### src/rtl/clk_src_pkg.sv
package clk_src_pkg;
  typedef enum logic [1:0] {
    SRC_MAIN = 2'd0,
    SRC_RING = 2'd1,
    SRC_PLL  = 2'd2
  } clk_src_e;

  localparam logic [1:0] ADDR_CTRL   = 2'd0;
  localparam logic [1:0] ADDR_MULT   = 2'd1;
  localparam logic [1:0] ADDR_SETTLE = 2'd2;
  localparam logic [1:0] ADDR_LP     = 2'd3;

  localparam int CB_RING   = 0;
  localparam int CB_PLLON  = 1;
  localparam int CB_PLLSEL = 2;
  localparam int CB_OSDEN  = 3;
  localparam int CB_OSDIRQ = 4;
  localparam int CTRL_BITS = 5;

  localparam int LB_WAIT = 0;
  localparam int LB_STOP = 1;

  localparam int MULT_W = 3;
endpackage

### src/rtl/clk_src_settle.sv
module clk_src_settle #(
  parameter int CNT_W = 16
) (
  input  logic             clk_i,
  input  logic             rst_ni,
  input  logic             en_i,
  input  logic [CNT_W-1:0] load_i,
  input  logic             tick_i,
  output logic             ready_o
);
  logic [CNT_W-1:0] cnt_q;
  logic             busy_q;
  logic             en_q;

  always_ff @(posedge clk_i or negedge rst_ni) begin
    if (!rst_ni) begin
      cnt_q   <= '0;
      busy_q  <= 1'b0;
      en_q    <= 1'b0;
      ready_o <= 1'b0;
    end else begin
      en_q <= en_i;
      if (!en_i) begin
        cnt_q   <= '0;
        busy_q  <= 1'b0;
        ready_o <= 1'b0;
      end else if (!en_q) begin
        cnt_q   <= load_i;
        busy_q  <= 1'b1;
        ready_o <= 1'b0;
      end else if (busy_q) begin
        if (cnt_q == '0) begin
          busy_q  <= 1'b0;
          ready_o <= 1'b1;
        end else if (tick_i) begin
          cnt_q <= cnt_q - 1'b1;
        end
      end
    end
  end

  AST_OFF_DROPS_READY: assert property (@(posedge clk_i) disable iff (!rst_ni)
    !en_i |=> !ready_o);
  AST_READY_AFTER_ZERO: assert property (@(posedge clk_i) disable iff (!rst_ni)
    $rose(ready_o) |-> $past(busy_q) && $past(cnt_q) == '0);
endmodule

### src/rtl/clk_src_watch.sv
module clk_src_watch #(
  parameter int FAIL_TICKS = 8
) (
  input  logic clk_i,
  input  logic rst_ni,
  input  logic armed_i,
  input  logic main_edge_i,
  input  logic ring_tick_i,
  output logic fire_o
);
  localparam int CNT_W = $clog2(FAIL_TICKS + 1);
  localparam logic [CNT_W-1:0] LAST = CNT_W'(FAIL_TICKS - 1);

  logic [CNT_W-1:0] cnt_q;
  logic             tripped_q;

  always_ff @(posedge clk_i or negedge rst_ni) begin
    if (!rst_ni) begin
      cnt_q     <= '0;
      tripped_q <= 1'b0;
      fire_o    <= 1'b0;
    end else begin
      fire_o <= 1'b0;
      if (!armed_i || main_edge_i) begin
        cnt_q     <= '0;
        tripped_q <= 1'b0;
      end else if (ring_tick_i && !tripped_q) begin
        if (cnt_q == LAST) begin
          cnt_q     <= '0;
          tripped_q <= 1'b1;
          fire_o    <= 1'b1;
        end else begin
          cnt_q <= cnt_q + 1'b1;
        end
      end
    end
  end

  AST_FIRE_NEEDS_ARM: assert property (@(posedge clk_i) disable iff (!rst_ni)
    fire_o |-> $past(armed_i) && !$past(main_edge_i));
  AST_FIRE_SINGLE: assert property (@(posedge clk_i) disable iff (!rst_ni)
    fire_o |=> !fire_o);
endmodule

### src/rtl/clk_src_ctrl.sv
module clk_src_ctrl
  import clk_src_pkg::*;
#(
  parameter int DATA_W     = 16,
  parameter int FAIL_TICKS = 8,
  parameter int SETTLE_RST = 256
) (
  input  logic              clk_i,
  input  logic              rst_ni,
  input  logic              wr_en_i,
  input  logic [1:0]        wr_addr_i,
  input  logic [DATA_W-1:0] wr_data_i,
  input  logic              main_edge_i,
  input  logic              ring_tick_i,
  output logic [1:0]        src_sel_o,
  output logic              ring_en_o,
  output logic              pll_en_o,
  output logic [2:0]        pll_mult_o,
  output logic              pll_ready_o,
  output logic              osc_stop_o,
  output logic              osc_irq_o,
  output logic              lp_err_o,
  output logic              wait_ok_o,
  output logic              stop_ok_o
);
  logic              ring_sel_q, pll_on_q, pll_sel_q, osd_en_q, osd_irq_q;
  logic [MULT_W-1:0] mult_q;
  logic              mult_lock_q;
  logic [DATA_W-1:0] settle_q;
  logic              armed, fire, ready;
  logic              wr_ctrl, wr_mult, wr_settle, wr_lp;
  clk_src_e          src_q;
  logic              unused_data;

  assign unused_data = ^wr_data_i[DATA_W-1:CTRL_BITS];

  assign wr_ctrl   = wr_en_i && wr_addr_i == ADDR_CTRL;
  assign wr_mult   = wr_en_i && wr_addr_i == ADDR_MULT;
  assign wr_settle = wr_en_i && wr_addr_i == ADDR_SETTLE;
  assign wr_lp     = wr_en_i && wr_addr_i == ADDR_LP;
  assign armed     = osd_en_q && osd_irq_q;

  clk_src_settle #(.CNT_W(DATA_W)) u_settle (
    .clk_i   (clk_i),
    .rst_ni  (rst_ni),
    .en_i    (pll_on_q),
    .load_i  (settle_q),
    .tick_i  (main_edge_i),
    .ready_o (ready)
  );

  clk_src_watch #(.FAIL_TICKS(FAIL_TICKS)) u_watch (
    .clk_i       (clk_i),
    .rst_ni      (rst_ni),
    .armed_i     (armed),
    .main_edge_i (main_edge_i),
    .ring_tick_i (ring_tick_i),
    .fire_o      (fire)
  );

  always_ff @(posedge clk_i or negedge rst_ni) begin
    if (!rst_ni) begin
      ring_sel_q <= 1'b0;
      pll_on_q   <= 1'b0;
      pll_sel_q  <= 1'b0;
      osd_en_q   <= 1'b0;
      osd_irq_q  <= 1'b0;
    end else begin
      if (wr_ctrl) begin
        ring_sel_q <= wr_data_i[CB_RING] | fire;
        pll_on_q   <= wr_data_i[CB_PLLON];
        // select only takes a new value once settled; PLL off forces it low
        pll_sel_q  <= wr_data_i[CB_PLLON] &
                      (ready ? wr_data_i[CB_PLLSEL] : pll_sel_q);
        osd_en_q   <= wr_data_i[CB_OSDEN];
        osd_irq_q  <= wr_data_i[CB_OSDIRQ];
      end else if (fire) begin
        ring_sel_q <= 1'b1;
      end
    end
  end

  always_ff @(posedge clk_i or negedge rst_ni) begin
    if (!rst_ni) begin
      mult_q      <= '0;
      mult_lock_q <= 1'b0;
      settle_q    <= DATA_W'(SETTLE_RST);
    end else begin
      if (wr_mult && !mult_lock_q) begin
        mult_q      <= wr_data_i[MULT_W-1:0];
        mult_lock_q <= 1'b1;
      end
      if (wr_settle) settle_q <= wr_data_i;
    end
  end

  always_ff @(posedge clk_i or negedge rst_ni) begin
    if (!rst_ni) begin
      wait_ok_o  <= 1'b0;
      stop_ok_o  <= 1'b0;
      lp_err_o   <= 1'b0;
      osc_stop_o <= 1'b0;
    end else begin
      wait_ok_o <= 1'b0;
      stop_ok_o <= 1'b0;
      if (fire) osc_stop_o <= 1'b1;
      if (wr_lp) begin
        if (wr_data_i[LB_STOP]) begin
          if (!pll_sel_q && !pll_on_q) stop_ok_o <= 1'b1;
          else                         lp_err_o  <= 1'b1;
        end else if (wr_data_i[LB_WAIT]) begin
          if (!pll_sel_q) wait_ok_o <= 1'b1;
          else            lp_err_o  <= 1'b1;
        end
      end
    end
  end

  always_comb begin
    if (ring_sel_q)     src_q = SRC_RING;
    else if (pll_sel_q) src_q = SRC_PLL;
    else                src_q = SRC_MAIN;
  end

  assign src_sel_o   = src_q;
  assign ring_en_o   = ring_sel_q | armed;
  assign pll_en_o    = pll_on_q;
  assign pll_mult_o  = mult_q;
  assign pll_ready_o = ready;
  assign osc_irq_o   = fire;

  AST_SEL_NEEDS_READY: assert property (@(posedge clk_i) disable iff (!rst_ni)
    pll_sel_q |-> ready);
  AST_MULT_FROZEN: assert property (@(posedge clk_i) disable iff (!rst_ni)
    mult_lock_q && $past(mult_lock_q) |-> $stable(mult_q));
  AST_STOP_LEGAL: assert property (@(posedge clk_i) disable iff (!rst_ni)
    stop_ok_o |-> !pll_on_q && !pll_sel_q);
  AST_ERR_STICKY: assert property (@(posedge clk_i) disable iff (!rst_ni)
    lp_err_o |=> lp_err_o);
  AST_FAIL_TO_RING: assert property (@(posedge clk_i) disable iff (!rst_ni)
    osc_irq_o |=> osc_stop_o && src_sel_o == SRC_RING);
  AST_RING_ON: assert property (@(posedge clk_i) disable iff (!rst_ni)
    src_sel_o == SRC_RING |-> ring_en_o);
endmodule

### config.mk
export PLATFORM = sky130hd
export DESIGN_NAME = clk_src_ctrl
export DESIGN_NICKNAME = d
export VERILOG_FILES = /design/src/rtl/clk_src_pkg.sv /design/src/rtl/clk_src_settle.sv /design/src/rtl/clk_src_watch.sv /design/src/rtl/clk_src_ctrl.sv
export SDC_FILE = /design/constraint.sdc
export NUM_CORES = 1
export LEC_CHECK = 0
export BUFFER_PORTS_ARGS = -buffer_cell sky130_fd_sc_hd__buf_4
export CORE_MARGIN = 5
export CORE_UTILIZATION = 45
export DETAILED_ROUTE_END_ITERATION = 10
export PLACE_DENSITY = 0.76
export SYNTH_ARGS = -nofsm -noshare
export SYNTH_HDL_FRONTEND = slang
export SYNTH_HIERARCHICAL = 1
export SYNTH_SLANG_ARGS = --single-unit
### constraint.sdc
create_clock -name clk_i -period 2 [get_ports clk_i]
set_input_delay 0 -clock clk_i [delete_from_list [all_inputs] [get_ports clk_i]]
set_output_delay 0 -clock clk_i [all_outputs]
set_load 0.1 [all_outputs]
==> flow_summary.json <==
{
  "critical_path.top_delay_family": "simple AND/OR/NAND/NOR gates",
  "dp_hpwl_um": 4160,
  "die_h_um": 86.3,
  "antenna_found_initial": 0,
  "power_switching_mw": 1.54,
  "path_max_fanout": 4,
  "cts_tree": "yes",
  "core_area_mm2": 0.00557,
  "critPathArrivalTime_ps": 2360,
  "globalplace.congestion": 0.846,
  "violations": "negative setup slack",
  "post-place-ws_ps": -116,
  "crit_buf_inv": 1,
  "cp.required_ps": 2230,
  "finalSetupViolCount": 8,
  "clkLatencyLatePin_ps": 310,
  "powerDensity_mw_per_mm2": 1070,
  "yosysUniqueCellTypes": 52,
  "ant_nets": 0,
  "fin_cells": 391,
  "power.total_mw": 3.86,
  "post-route-period-util": 1.07,
  "synth-seq-cells": 54,
  "ios": 36,
  "drt_first_pass_iters": 4,
  "peakVddDrop_uv": 1100,
  "startpoint_type": "register",
  "dp_cells": 357,
  "grt_max_degree": 55,
  "tightest_slew_ps": 673,
  "synthCells": 236,
  "cts-buffers-inserted": 5,
  "htreeDepth": 2,
  "dieWidth_um": 86.3,
  "swShare": 0.399,
  "clock_skew_ps": 9.74,
  "portBuffers": 35,
  "drive_gt1_frac": 0.433,
  "wl_per_cell_um": 16.9,
  "drt_iter0_drc": 178,
  "timing.fmax_ghz": 0.468,
  "synth_edf_count": 0,
  "syn-cell-area_mm2": 0.00262,
  "start_util": 0.470,
  "power.sequential.fraction": 0.379,
  "gr-total-overflow": 0,
  "grt_pass1_wl_um": 10600,
  "max_slew_margin": 0.551,
  "min_path_type": "input pin to register",
  "finalWorstSetupSlack_ps": -139,
  "grt_pass1_vias": 2213,
  "cts.sinks": 54,
  "syn_avg_cell_area_um2": 11.1,
  "drt-total-wl_um": 6630,
  "rows": 27,
  "slew_viol_final": 0,
  "fin_crit_ps": 2140,
  "async_flop_share": 1.00,
  "yosys_warnings": 6,
  "p_int_mw": 2.32,
  "endpoint_kind": "register",
  "ys.flop_type": "dfrtp_1",
  "p_leak_nw": 1.56,
  "area_delta_synth_final_pct": 37.9,
  "dieArea_mm2": 0.00745,
  "via_per_inst": 5.80,
  "status": "finished with violations",
  "cp_cell_sequence": "or4_4 -> buf_4 -> a2111oi_4 -> or3b_1 -> a31oi_1",
  "cp_slowest_stage_delay_ps": 580,
  "ys_seq_area_frac": 0.516,
  "clockBufferDepth": 2,
  "via_count": 2266,
  "nNetsFinal": 343,
  "grt_use_total": 0.178,
  "p_clk_frac": 0.164,
  "diodes": 0,
  "max-cap-violations": 0,
  "combPwrFrac": 0.457,
  "syn_nets": 261,
  "crit_slowest_cell": "or4_4",
  "clk_pin_slew_ps": 90,
  "drc_errors": 0,
  "root_buffer": "clkbuf_8",
  "hold_viol": 0,
  "rsz0062_at_grt": "yes",
  "crit_type": "register to register"
}
==> area by class of cell <==
| cell class | count | area, um^2 |
|---|---|---|
| Clock buffer | 7 | 86.3 |
| Inverter | 3 | 11.3 |
| Fill cell | 394 | 1960 |
| Sequential cell | 54 | 1350 |
| Timing Repair Buffer | 89 | 752 |
| Clock inverter | 1 | 5.00 |
| Tap cell | 72 | 90.1 |
| Multi-Input combinational cell | 165 | 1320 |
==> metrics by stage <==
step	area (um^2)	TNS [ps]	util	hold WS [ps]
5_1_grt	3610	-1520	0.648	61.0
3_3_place_gp	3120	-115	0.560	81.2
2_1_floorplan	2650	-235	-	-296
4_1_cts	3490	-292	0.626	10.9
6_report	3610	-631	0.648	39.7
3_5_place_dp	3120	-554	0.560	85.2
==> path summary, 6_finish.rpt <==
kind | start | endpoint | slack, ps | cells past startpoint
min in group asynchronous | rst_ni | u_watch/cnt_q[1] | 260 | 2
setup / recovery | u_settle/cnt_q[7] | u_settle/cnt_q[10] | -140 | 5
setup reg to reg | u_settle/cnt_q[7] | u_settle/cnt_q[10] | -140 | 5
hold / removal | wr_addr_i[0] | stop_ok_o | 40 | 3
hold reg to reg | osc_stop_o | osc_stop_o | 480 | 1
max in group asynchronous | rst_ni | u_settle/cnt_q[0] | 1250 | 2
==> synthesized netlist by cell type, types with 6 or more instances <==
| library cell | instances | area [um^2] |
|---|---|---|
| a21oi_1 | 9 | 45.0 |
| a31oi_1 | 10 | 62.6 |
| clkbuf_1 | 9 | 33.8 |
| dfrtp_1 | 53 | 1330 |
| mux2_2 | 22 | 248 |
| nand2_1 | 11 | 41.3 |
| nor2_1 | 6 | 22.5 |
| o21ai_0 | 17 | 85.1 |
| or3_1 | 8 | 50.1 |
| or4_1 | 13 | 97.6 |
==> kinds of logic (layout without fill, tap and decap cells) <==
family / Yosys count / after routing / synth area share
AOI/OAI and AO/OA: 50 / 50 / 0.115
muxes: 23 / 23 / 0.0984
adders and majority gates: 2 / 2 / 0.00955
xor gates and xnor gates: 2 / 2 / 0.00669
DFF: 54 / 54 / 0.516
and+or+nand+nor: 88 / 88 / 0.221
buffers and inverters: 17 / 100 / 0.0334
==> state kept, by name (all words and copies together), names as in the netlist <==
| register | cells |
|---|---|
| u_watch/cnt_q | 4 |
| u_watch/tripped_q | 1 |
| stop_ok_o | 1 |
| u_settle/ready_o | 1 |
| pll_sel_q | 1 |
| lp_err_o | 1 |
| pll_en_o | 1 |
| settle_q | 16 |
| pll_mult_o | 3 |
| mult_lock_q | 1 |
| osd_irq_q | 1 |
| osd_en_q | 1 |
| u_settle/en_q | 1 |
| u_settle/cnt_q | 16 |
| osc_stop_o | 1 |
| ring_sel_q | 1 |
| u_settle/busy_q | 1 |
| wait_ok_o | 1 |
| u_watch/fire_o | 1 |
==> power groups by stage <==
stage          clock, mW  sequential [mW]  combinational, mW
2_1_floorplan          0             1.71              0.731
3_3_place_gp           0             1.46               1.44
3_5_place_dp           0             1.47               1.47
4_1_cts            0.639             1.45               1.58
5_1_grt            0.682             1.50               1.87
6_report           0.631             1.46               1.76
==> routing by layer <==
layer  routed length (um)  share of wire  track usage
met1                 2870           0.43        0.245
met2                 3300           0.50        0.282
met3                  324          0.049       0.0323
met4                  131          0.020       0.0637
met5                    0              0            0
==> timing repair <==
item                                   4_1_cts  5_1_grt
buffers inserted                             3        4
hold buffers                                19        0
pin swaps                                    4       21
cloned                                       0        0
gates resized for setup                      8       22
setup endpoints to repair                   12       18
endpoints found under the hold margin       81        0
==> tightest hold or removal path, delay by kind of cell <==
| family | cells | cell delay, ps |
|---|---|---|
| simple gates | 2 | 190 |
| buf+inv | 1 | 120 |
==> cells in the final DEF (no fill, tap or decap), drive strengths merged, types with 3 or more instances in the layout <==
cell type    netlist  layout
nand2b             5       5
dfrtp             53      53
or3                9       9
a21oi              9       9
a31oi             10      10
or2                5       5
inv                3       3
dlygate4sd3        0      19
nor3               5       5
nand3b             5       5
or4               14      14
mux2              22      22
nand3              5       5
o31ai              5       5
nor2               6       6
buf                4      70
o21ai             20      20
nor3b              3       3
clkbuf            10       7
nand2             11      11
nor4               6       6
(Power assumes the default switching activity.)
